[config.mk]
export PLATFORM = sky130hd
export DESIGN_NAME = clkcal_ctrl
export DESIGN_NICKNAME = d
export VERILOG_FILES = /design/src/rtl/clkcal_pkg.sv /design/src/rtl/clkcal_decide.sv /design/src/rtl/clkcal_code.sv /design/src/rtl/clkcal_seq.sv /design/src/rtl/clkcal_ctrl.sv
export SDC_FILE = /design/constraint.sdc
export NUM_CORES = 1
export LEC_CHECK = 0
export ABC_AREA = 1
export BUFFER_PORTS_ARGS = -buffer_cell sky130_fd_sc_hd__buf_2
export CAP_MARGIN = 20
export CORE_MARGIN = 2
export CORE_UTILIZATION = 60
export DETAILED_ROUTE_END_ITERATION = 7
export PLACE_DENSITY = 0.83
export SYNTH_ARGS = -nofsm -noshare
export SYNTH_HDL_FRONTEND = slang
export SYNTH_SLANG_ARGS = --single-unit
[constraint.sdc]
create_clock -name clk -period 4.24 [get_ports clk]
set_input_delay 0.212 -clock clk [delete_from_list [all_inputs] [get_ports clk]]
set_output_delay 0.212 -clock clk [all_outputs]
set_load 0.02 [all_outputs]
[src/rtl/clkcal_pkg.sv]
package clkcal_pkg;

    // Action decoded from one timing-check result
    typedef enum logic [1:0] {
        ACT_HOLD = 2'd0,
        ACT_UP   = 2'd1,
        ACT_DOWN = 2'd2
    } act_e;

    // Controller phase: startup calibration or in-situ tracking
    typedef enum logic {
        MODE_CAL = 1'b0,
        MODE_RUN = 1'b1
    } mode_e;

endpackage

[src/rtl/clkcal_decide.sv]
module clkcal_decide
    import clkcal_pkg::*;
(
    input  logic late_i,
    input  logic fast_i,
    output act_e act_o
);

    // A late arrival outranks a margin report: slowing down is the safe choice
    always_comb begin
        act_o = ACT_HOLD;
        if (late_i) begin
            act_o = ACT_DOWN;
        end else if (fast_i) begin
            act_o = ACT_UP;
        end
    end

endmodule

[src/rtl/clkcal_code.sv]
module clkcal_code
    import clkcal_pkg::*;
#(
    parameter int CODE_W    = 8,
    parameter int INIT_CODE = 128
) (
    input  logic              clk,
    input  logic              rst_n,
    input  logic              obs_i,
    input  act_e              act_i,
    output logic [CODE_W-1:0] code_o,
    output logic              moved_o
);

    localparam logic [CODE_W-1:0] CODE_MAX  = '1;
    localparam logic [CODE_W-1:0] CODE_MIN  = '0;
    localparam logic [CODE_W-1:0] CODE_RST  = CODE_W'(INIT_CODE);

    typedef struct packed {
        logic [CODE_W-1:0] code;
    } code_st_t;

    code_st_t st_d, st_q;
    logic     moved_d;

    always_comb begin
        st_d    = st_q;
        moved_d = 1'b0;
        if (obs_i) begin
            case (act_i)
                ACT_UP: begin
                    if (st_q.code != CODE_MAX) begin
                        st_d.code = st_q.code + 1'b1;
                        moved_d   = 1'b1;
                    end
                end
                ACT_DOWN: begin
                    if (st_q.code != CODE_MIN) begin
                        st_d.code = st_q.code - 1'b1;
                        moved_d   = 1'b1;
                    end
                end
                default: begin
                end
            endcase
        end
    end

    always_ff @(posedge clk) begin
        if (!rst_n) begin
            st_q.code <= CODE_RST;
        end else begin
            st_q <= st_d;
        end
    end

    assign code_o  = st_q.code;
    assign moved_o = moved_d;

endmodule

[src/rtl/clkcal_seq.sv]
module clkcal_seq
    import clkcal_pkg::*;
#(
    parameter int SETTLE_CYC = 4,
    parameter int LOCK_HOLDS = 3
) (
    input  logic clk,
    input  logic rst_n,
    input  logic obs_i,
    input  act_e act_i,
    input  logic moved_i,
    output logic inhibit_o,
    output logic force_o,
    output logic cal_o
);

    localparam int SETTLE_W = $clog2(SETTLE_CYC + 1);
    localparam int STREAK_W = $clog2(LOCK_HOLDS + 1);
    localparam logic [SETTLE_W-1:0] SETTLE_LOAD = SETTLE_W'(SETTLE_CYC);
    localparam logic [STREAK_W-1:0] STREAK_TOP  = STREAK_W'(LOCK_HOLDS);
    localparam logic [STREAK_W-1:0] STREAK_LAST = STREAK_W'(LOCK_HOLDS - 1);

    typedef struct packed {
        mode_e               mode;
        logic [STREAK_W-1:0] streak;
        logic [SETTLE_W-1:0] settle;
    } seq_st_t;

    seq_st_t st_d, st_q;

    always_comb begin
        st_d = st_q;

        // Settle window: count down, reload on every code change
        if (st_q.settle != '0) begin
            st_d.settle = st_q.settle - 1'b1;
        end
        if (moved_i) begin
            st_d.settle = SETTLE_LOAD;
        end

        // Consecutive-hold tracking for the startup lock
        if (obs_i) begin
            if (act_i == ACT_HOLD) begin
                if (st_q.streak != STREAK_TOP) begin
                    st_d.streak = st_q.streak + 1'b1;
                end
                if (st_q.mode == MODE_CAL && st_q.streak == STREAK_LAST) begin
                    st_d.mode = MODE_RUN;
                end
            end else begin
                st_d.streak = '0;
            end
        end
    end

    always_ff @(posedge clk) begin
        if (!rst_n) begin
            st_q.mode   <= MODE_CAL;
            st_q.streak <= '0;
            st_q.settle <= '0;
        end else begin
            st_q <= st_d;
        end
    end

    assign inhibit_o = (st_q.settle != '0);
    assign force_o   = (st_q.mode == MODE_CAL);
    assign cal_o     = (st_q.mode == MODE_RUN);

endmodule

[src/rtl/clkcal_ctrl.sv]
module clkcal_ctrl
    import clkcal_pkg::*;
#(
    parameter int CODE_W     = 8,
    parameter int INIT_CODE  = 128,
    parameter int SETTLE_CYC = 4,
    parameter int LOCK_HOLDS = 3
) (
    input  logic              clk,
    input  logic              rst_n,
    input  logic              wc_hit,
    input  logic              chk_late,
    input  logic              chk_fast,
    output logic [CODE_W-1:0] freq_code,
    output logic              force_wc,
    output logic              eval_inhibit,
    output logic              calibrated
);

    act_e act;
    logic obs;
    logic moved;

    // A result counts only for the worst-case vector and outside a settle window
    assign obs = wc_hit & ~eval_inhibit;

    clkcal_decide u_decide (
        .late_i (chk_late),
        .fast_i (chk_fast),
        .act_o  (act)
    );

    clkcal_code #(
        .CODE_W    (CODE_W),
        .INIT_CODE (INIT_CODE)
    ) u_code (
        .clk     (clk),
        .rst_n   (rst_n),
        .obs_i   (obs),
        .act_i   (act),
        .code_o  (freq_code),
        .moved_o (moved)
    );

    clkcal_seq #(
        .SETTLE_CYC (SETTLE_CYC),
        .LOCK_HOLDS (LOCK_HOLDS)
    ) u_seq (
        .clk       (clk),
        .rst_n     (rst_n),
        .obs_i     (obs),
        .act_i     (act),
        .moved_i   (moved),
        .inhibit_o (eval_inhibit),
        .force_o   (force_wc),
        .cal_o     (calibrated)
    );

endmodule

After elaboration in Yosys (flattened, before gate mapping) --
Cells that the tools add are included. Widths: inputs -> output; s select.
Storage, ports and cells: register bits after elaboration 14, bits in latches 0, memory bits (writable) 0, bits in read-only memories 0, input bits 5, output and inout port bits 11, memories kept 0
Operators by class: $add $sub $neg 4, $mul 0, divide/modulo/power cells 0, $lt $le $gt $ge 0, eq/ne operators 8, shifts and indexed selects 0, mux-type cells 13, bitwise operators 4, reductions and logical operators 10
Operators by type and width (count):
- $mux 8 | 2
- $pmux 8 s2 | 1
- $add 8x1->8 const B | 1
- $ne 8x8->1 const B | 1
- $reduce_bool 8->1 | 1
- $sub 8x1->8 const B | 1
- $mux 2 | 3
- $mux 3 | 2
- $eq 2x2->1 const B | 2
- $mux 1 | 4
- $ne 2x1->1 const B | 2
- $ne 2x2->1 const B | 2
- $reduce_and 4->1 | 1
- $reduce_bool 2->1 | 2
- $not 1->1 | 3
- $reduce_and 3->1 | 1
- $reduce_bool 3->1 | 1
- $sub 3x1->3 const B | 1
- $add 2x1->2 const B | 1
- $eq 2x1->1 const B | 1
- $logic_not 2->1 | 1
- $pmux 1 s2 | 1
- $reduce_and 2->1 | 1
- $reduce_or 2->1 | 1
- other kinds (2) | 2

Logic depth before layout (Yosys ltp) --
depth in word-level cells 6, depth in mapped cells 10, mapped depth without buffers 9

Modules after synthesis --
A second synthesis with hierarchy kept.
Second synthesis, totals: cell total of the unflattened synthesis 194, area, all modules 1214.9 um^2
Modules (own cells, without submodules):
- clkcal_code | instances 1, cells an instance 143, area each 847.1 um^2, seq. area each 160.2 um^2
- clkcal_seq | instances 1, cells an instance 46, area each 340.3 um^2, seq. area each 120.1 um^2
- clkcal_decide | instances 1, cells an instance 3, area each 17.5 um^2, seq. area each 0.0 um^2
- clkcal_ctrl | instances 1, cells an instance 2, area each 10.0 um^2, seq. area each 0.0 um^2

Worst setup path before layout --
No wires, ideal clock.
path type register -> register, from register u_code.st_q (netlist bit u_code.code_o[0]), to register u_code.st_q (netlist bit u_code.code_o[4]), library setup time 0.113 ns, arrival 1.430 ns, data required time 4.127 ns, setup slack 2.697 ns, stages on the path, launching flop included 9, path buffers 0, clock period less this slack 1.543 ns, path through dfxtp_1 inv_1 fa_1 nor2_1 a21oi_1 nor2_1 nor2_1 nand2_1 nand2_1
Between the ends: cells in the longest elaborated chain, start to end 3, elaborated cells between the ends (all ways) 10, classes of those cells add/sub: 2; eq/ne: 3; mux: 3; reduce/logical: 2
RTL lines:
- start, declared | RTL line clkcal_code.sv:23 | code_st_t st_d, st_q;
- start signal, assigned | RTL line clkcal_code.sv:53 | st_q <= st_d;
- $sub 8x1->8 (tied with other cells) | RTL line clkcal_code.sv:39 | st_d.code = st_q.code - 1'b1;
- $mux 8 (tied with other cells) | RTL line clkcal_code.sv:38 | if (st_q.code != CODE_MIN) begin
- $pmux 8 s2 / $reduce_and 4->1 (equally long branches)
Several ways; a longest one is shown, not always the timed one. The select of a mux whose other input is x is not followed. A chain may end at the register's enable or synchronous reset.

Worst setup path in the final report --
from register u_seq.st_q[0] (netlist bit), to register u_code.st_q (netlist bit u_code.code_o[7])
Between the ends: cells in the longest elaborated chain, start to end 4
RTL lines:
- start, declared | RTL line clkcal_seq.sv:29 | seq_st_t st_d, st_q;
- start signal, assigned | RTL line clkcal_seq.sv:63 | st_q <= st_d;
- $reduce_bool 3->1 | RTL line clkcal_seq.sv:67 | assign inhibit_o = (st_q.settle != '0);
- $not 1->1 | RTL line clkcal_ctrl.sv:25 | assign obs = wc_hit & ~eval_inhibit;
- $and 1x1->1 | RTL line clkcal_ctrl.sv:25
- $reduce_and 4->1 (no source line)
No other way between the ends.

==> out/results.txt <==
Worst r2r src: u_seq.st_q[0]
Maximum clock rate: 551 MHz
Sequential share of power: 30.1%
Hold slack: 0.225 ns
Worst Hold End: u_seq.cal_o
Placed cell count: 209
Post-Syn Nets: 189
Setup TNS: 0 ns
Vias per cell: 5.05
Vias in the first global route: 933
Non-filler cells, final: 213
Largest net degree at the start of global routing: 16
Inserted Diodes: 0
Clock power share: 13.7%
Fraction of layout cells with a size suffix above 1: 13.3%
Die W: 46.3 um
Total CTS buffers: 3
Pleak: 0.000688 uW
Row cnt: 15
Ys Warns: 0
Num Clock Sinks: 14
Placed Area: 1150 sq um
Longest Clk Path Bufs: 2
Dpl hpwl: 1750 um
Initial Util: 62.8%
Post-DRT Antenna Nets: 0
Minimum clock period: 1.81 ns
Clk slew on worst S/H paths: 0.09 ns
DRT Wirelength: 2320 um
Max VDD drop: 0.000488 V
CTS Hold Buffers Added: 0
P_int: 361 uW
Final Power: 700 uW
Post-CTS setup buffers: 0
Die Y: 46.3 um
WP data required: 4.47 ns
Synth-to-layout area growth: 10.7%
I/O pins: 16
Crit end category: register
Slew of the pin with the lowest slew margin: 0.316 ns
CP arrival: 2.04 ns
GPL Wtd Cong: 0.894
First-pass GRT wire length: 3860 um
Routed vias: 1,075
Final Slew Violations: 0
Final hold vios: 0
Clock skew: 0.00746 ns
Switching Power: 339 uW
# setup viols final: 0
Pre-antenna DRT Iters: 4
Clock Latency Late Sink: 0.28 ns
H-tree depth: 1
Worst hold path class: input port to register
Worst slew margin: 78.9%
Max Cap Violations: 0
Top cells by area, synth: dfxtp_1 26%, nand2_1 18%, ha_1 13%
Status: complete, no violations
Antenna violations before repair: 0
Hold path cells: 3
Total gr overflow: 0
GR Util All Layers: 24.7%
RSZ-0062 raised after global routing: false
Critical Path Start: u_seq.st_q[0]
Worst Path Max Fanout: 15
CTS tree: yes
Largest area contributor in the synthesized netlist: dfxtp_1
Fillcell total: 151
CTS Root Cell: clkbuf_4
IO Port Bufs: 15
Comb pwr share: 56.2%
Netlist cell types: 19
Crit path kind: register to register
Final Cycle Share: 42.8%
Reg2Reg Setup Slack: 2.43 ns
Synthesized area per cell: 6.23 sq um
Detailed Route Iter0 Violations: 23
Synth Cell Area: 1070 sq um
Post-Syn Instances: 172
R2R Path End: u_code.code_o[7]
Sw Ratio: 48.4%
Power Density: 589 nW/um^2
Post-CTS sizing: 0
FF+latch count, synth: 14
R2R cell count: 9
Nets@finish: 206
Synth top area share: 26.1%
# DRC: 0
Critical path launch point type: register
Hold Startpoint: wc_hit
Die ar.: 2140 sq um
Core Region: 1710 sq um
Routed wire per std cell: 10.9 um
Register area share after synthesis: 26.1%
Design Area, Final: 1190 sq um
==> routing by layer <==
layer / routed length (um) / global-route usage (%) / vias up
met2: 1140 / 41.9 / 30
met4: 10 / 1.71 / 0
met5: 0 / 0 / -
met1: 1060 / 32.2 / 483
met3: 120 / 7.06 / 2
li1: - / - / 560
==> synth_stat cells, drive strengths merged <==
cell type / instances
ha: 11
nand4: 2
buf: 3
nor2: 26
o21ai: 4
nand2: 54
inv: 31
a21oi: 11
nand3: 11
fa: 1
nand3b: 1
nor3: 3
dfxtp: 14
==> cells in the final DEF, fill, tap and decap left out <==
| cell type | n |
|---|---|
| nand3_2 | 1 |
| nand3_1 | 10 |
| nand2_1 | 52 |
| nand2_2 | 1 |
| clkbuf_4 | 3 |
| nand3b_1 | 1 |
| buf_2 | 15 |
| nor2_1 | 25 |
| ha_1 | 11 |
| nand2_4 | 1 |
| o21ai_0 | 4 |
| nand4_1 | 2 |
| clkbuf_8 | 1 |
| nor3_1 | 3 |
| a21oi_2 | 2 |
| a21oi_1 | 9 |
| inv_1 | 31 |
| dfxtp_1 | 14 |
| nor2_2 | 1 |
| fa_1 | 1 |
==> state kept, by name (all words and copies together) (netlist names) <==
register / count
u_code.code_o: 8
u_seq.st_q: 5
u_seq.cal_o: 1
==> worst max-delay path, stage by stage (launching register included) <==
cell	delay, ns
dfxtp_1	0.31
inv_1	0.07
ha_1	0.17
ha_1	0.33
nand2_4	0.08
nor2_2	0.12
nand3_2	0.28
inv_1	0.22
nand3_1	0.10
nand2_1	0.07
==> power groups by stage <==
stage / logic [uW] / registers (uW) / clock network, uW
6_report: 393 / 211 / 95.7
5_1_grt: 451 / 217 / 103
4_1_cts: 392 / 210 / 97.8
3_5_place_dp: 388 / 213 / 0
3_3_place_gp: 370 / 211 / 0
2_1_floorplan: 297 / 230 / 0
==> stage by stage <==
step / util (%) / setup slack [ns]
after floorplan: - / 2.70
after global placement: 67.4 / 2.57
after detailed placement: 67.4 / 2.45
after CTS: 69.5 / 2.44
after global routing: 69.5 / 2.23
final: 69.5 / 2.43
==> worst max path at each step <==
stage | end | slack [ns] | cells past startpoint
2_1_floorplan | u_code.code_o[4] | 2.70 | 8
3_3_place_gp | u_code.code_o[7] | 2.57 | 9
3_5_place_dp | u_code.code_o[7] | 2.45 | 9
4_1_cts | u_code.code_o[7] | 2.44 | 9
5_1_grt | u_code.code_o[7] | 2.23 | 9
6_report | u_code.code_o[7] | 2.43 | 9
==> final cells by class <==
class,count,area (sq um),area share (%)
inverter,31,116,9.80
timing repair buffer,15,75.1,6.32
tap,25,31.3,2.63
multi-input combinational,124,648,54.6
clock buffer,4,36.3,3.06
sequential,14,280,23.6
==> kinds of logic (layout without fill, tap and decap cells) <==
logic type,count (synthesis),in the layout,synth area share [%]
compound gates,15,15,7.70
fa+ha+maj,12,12,14.7
buf+inv,34,50,13.4
flops,14,14,26.1
simple gates,97,97,38.0
Note: power is estimated with default switching activity, not from simulation.
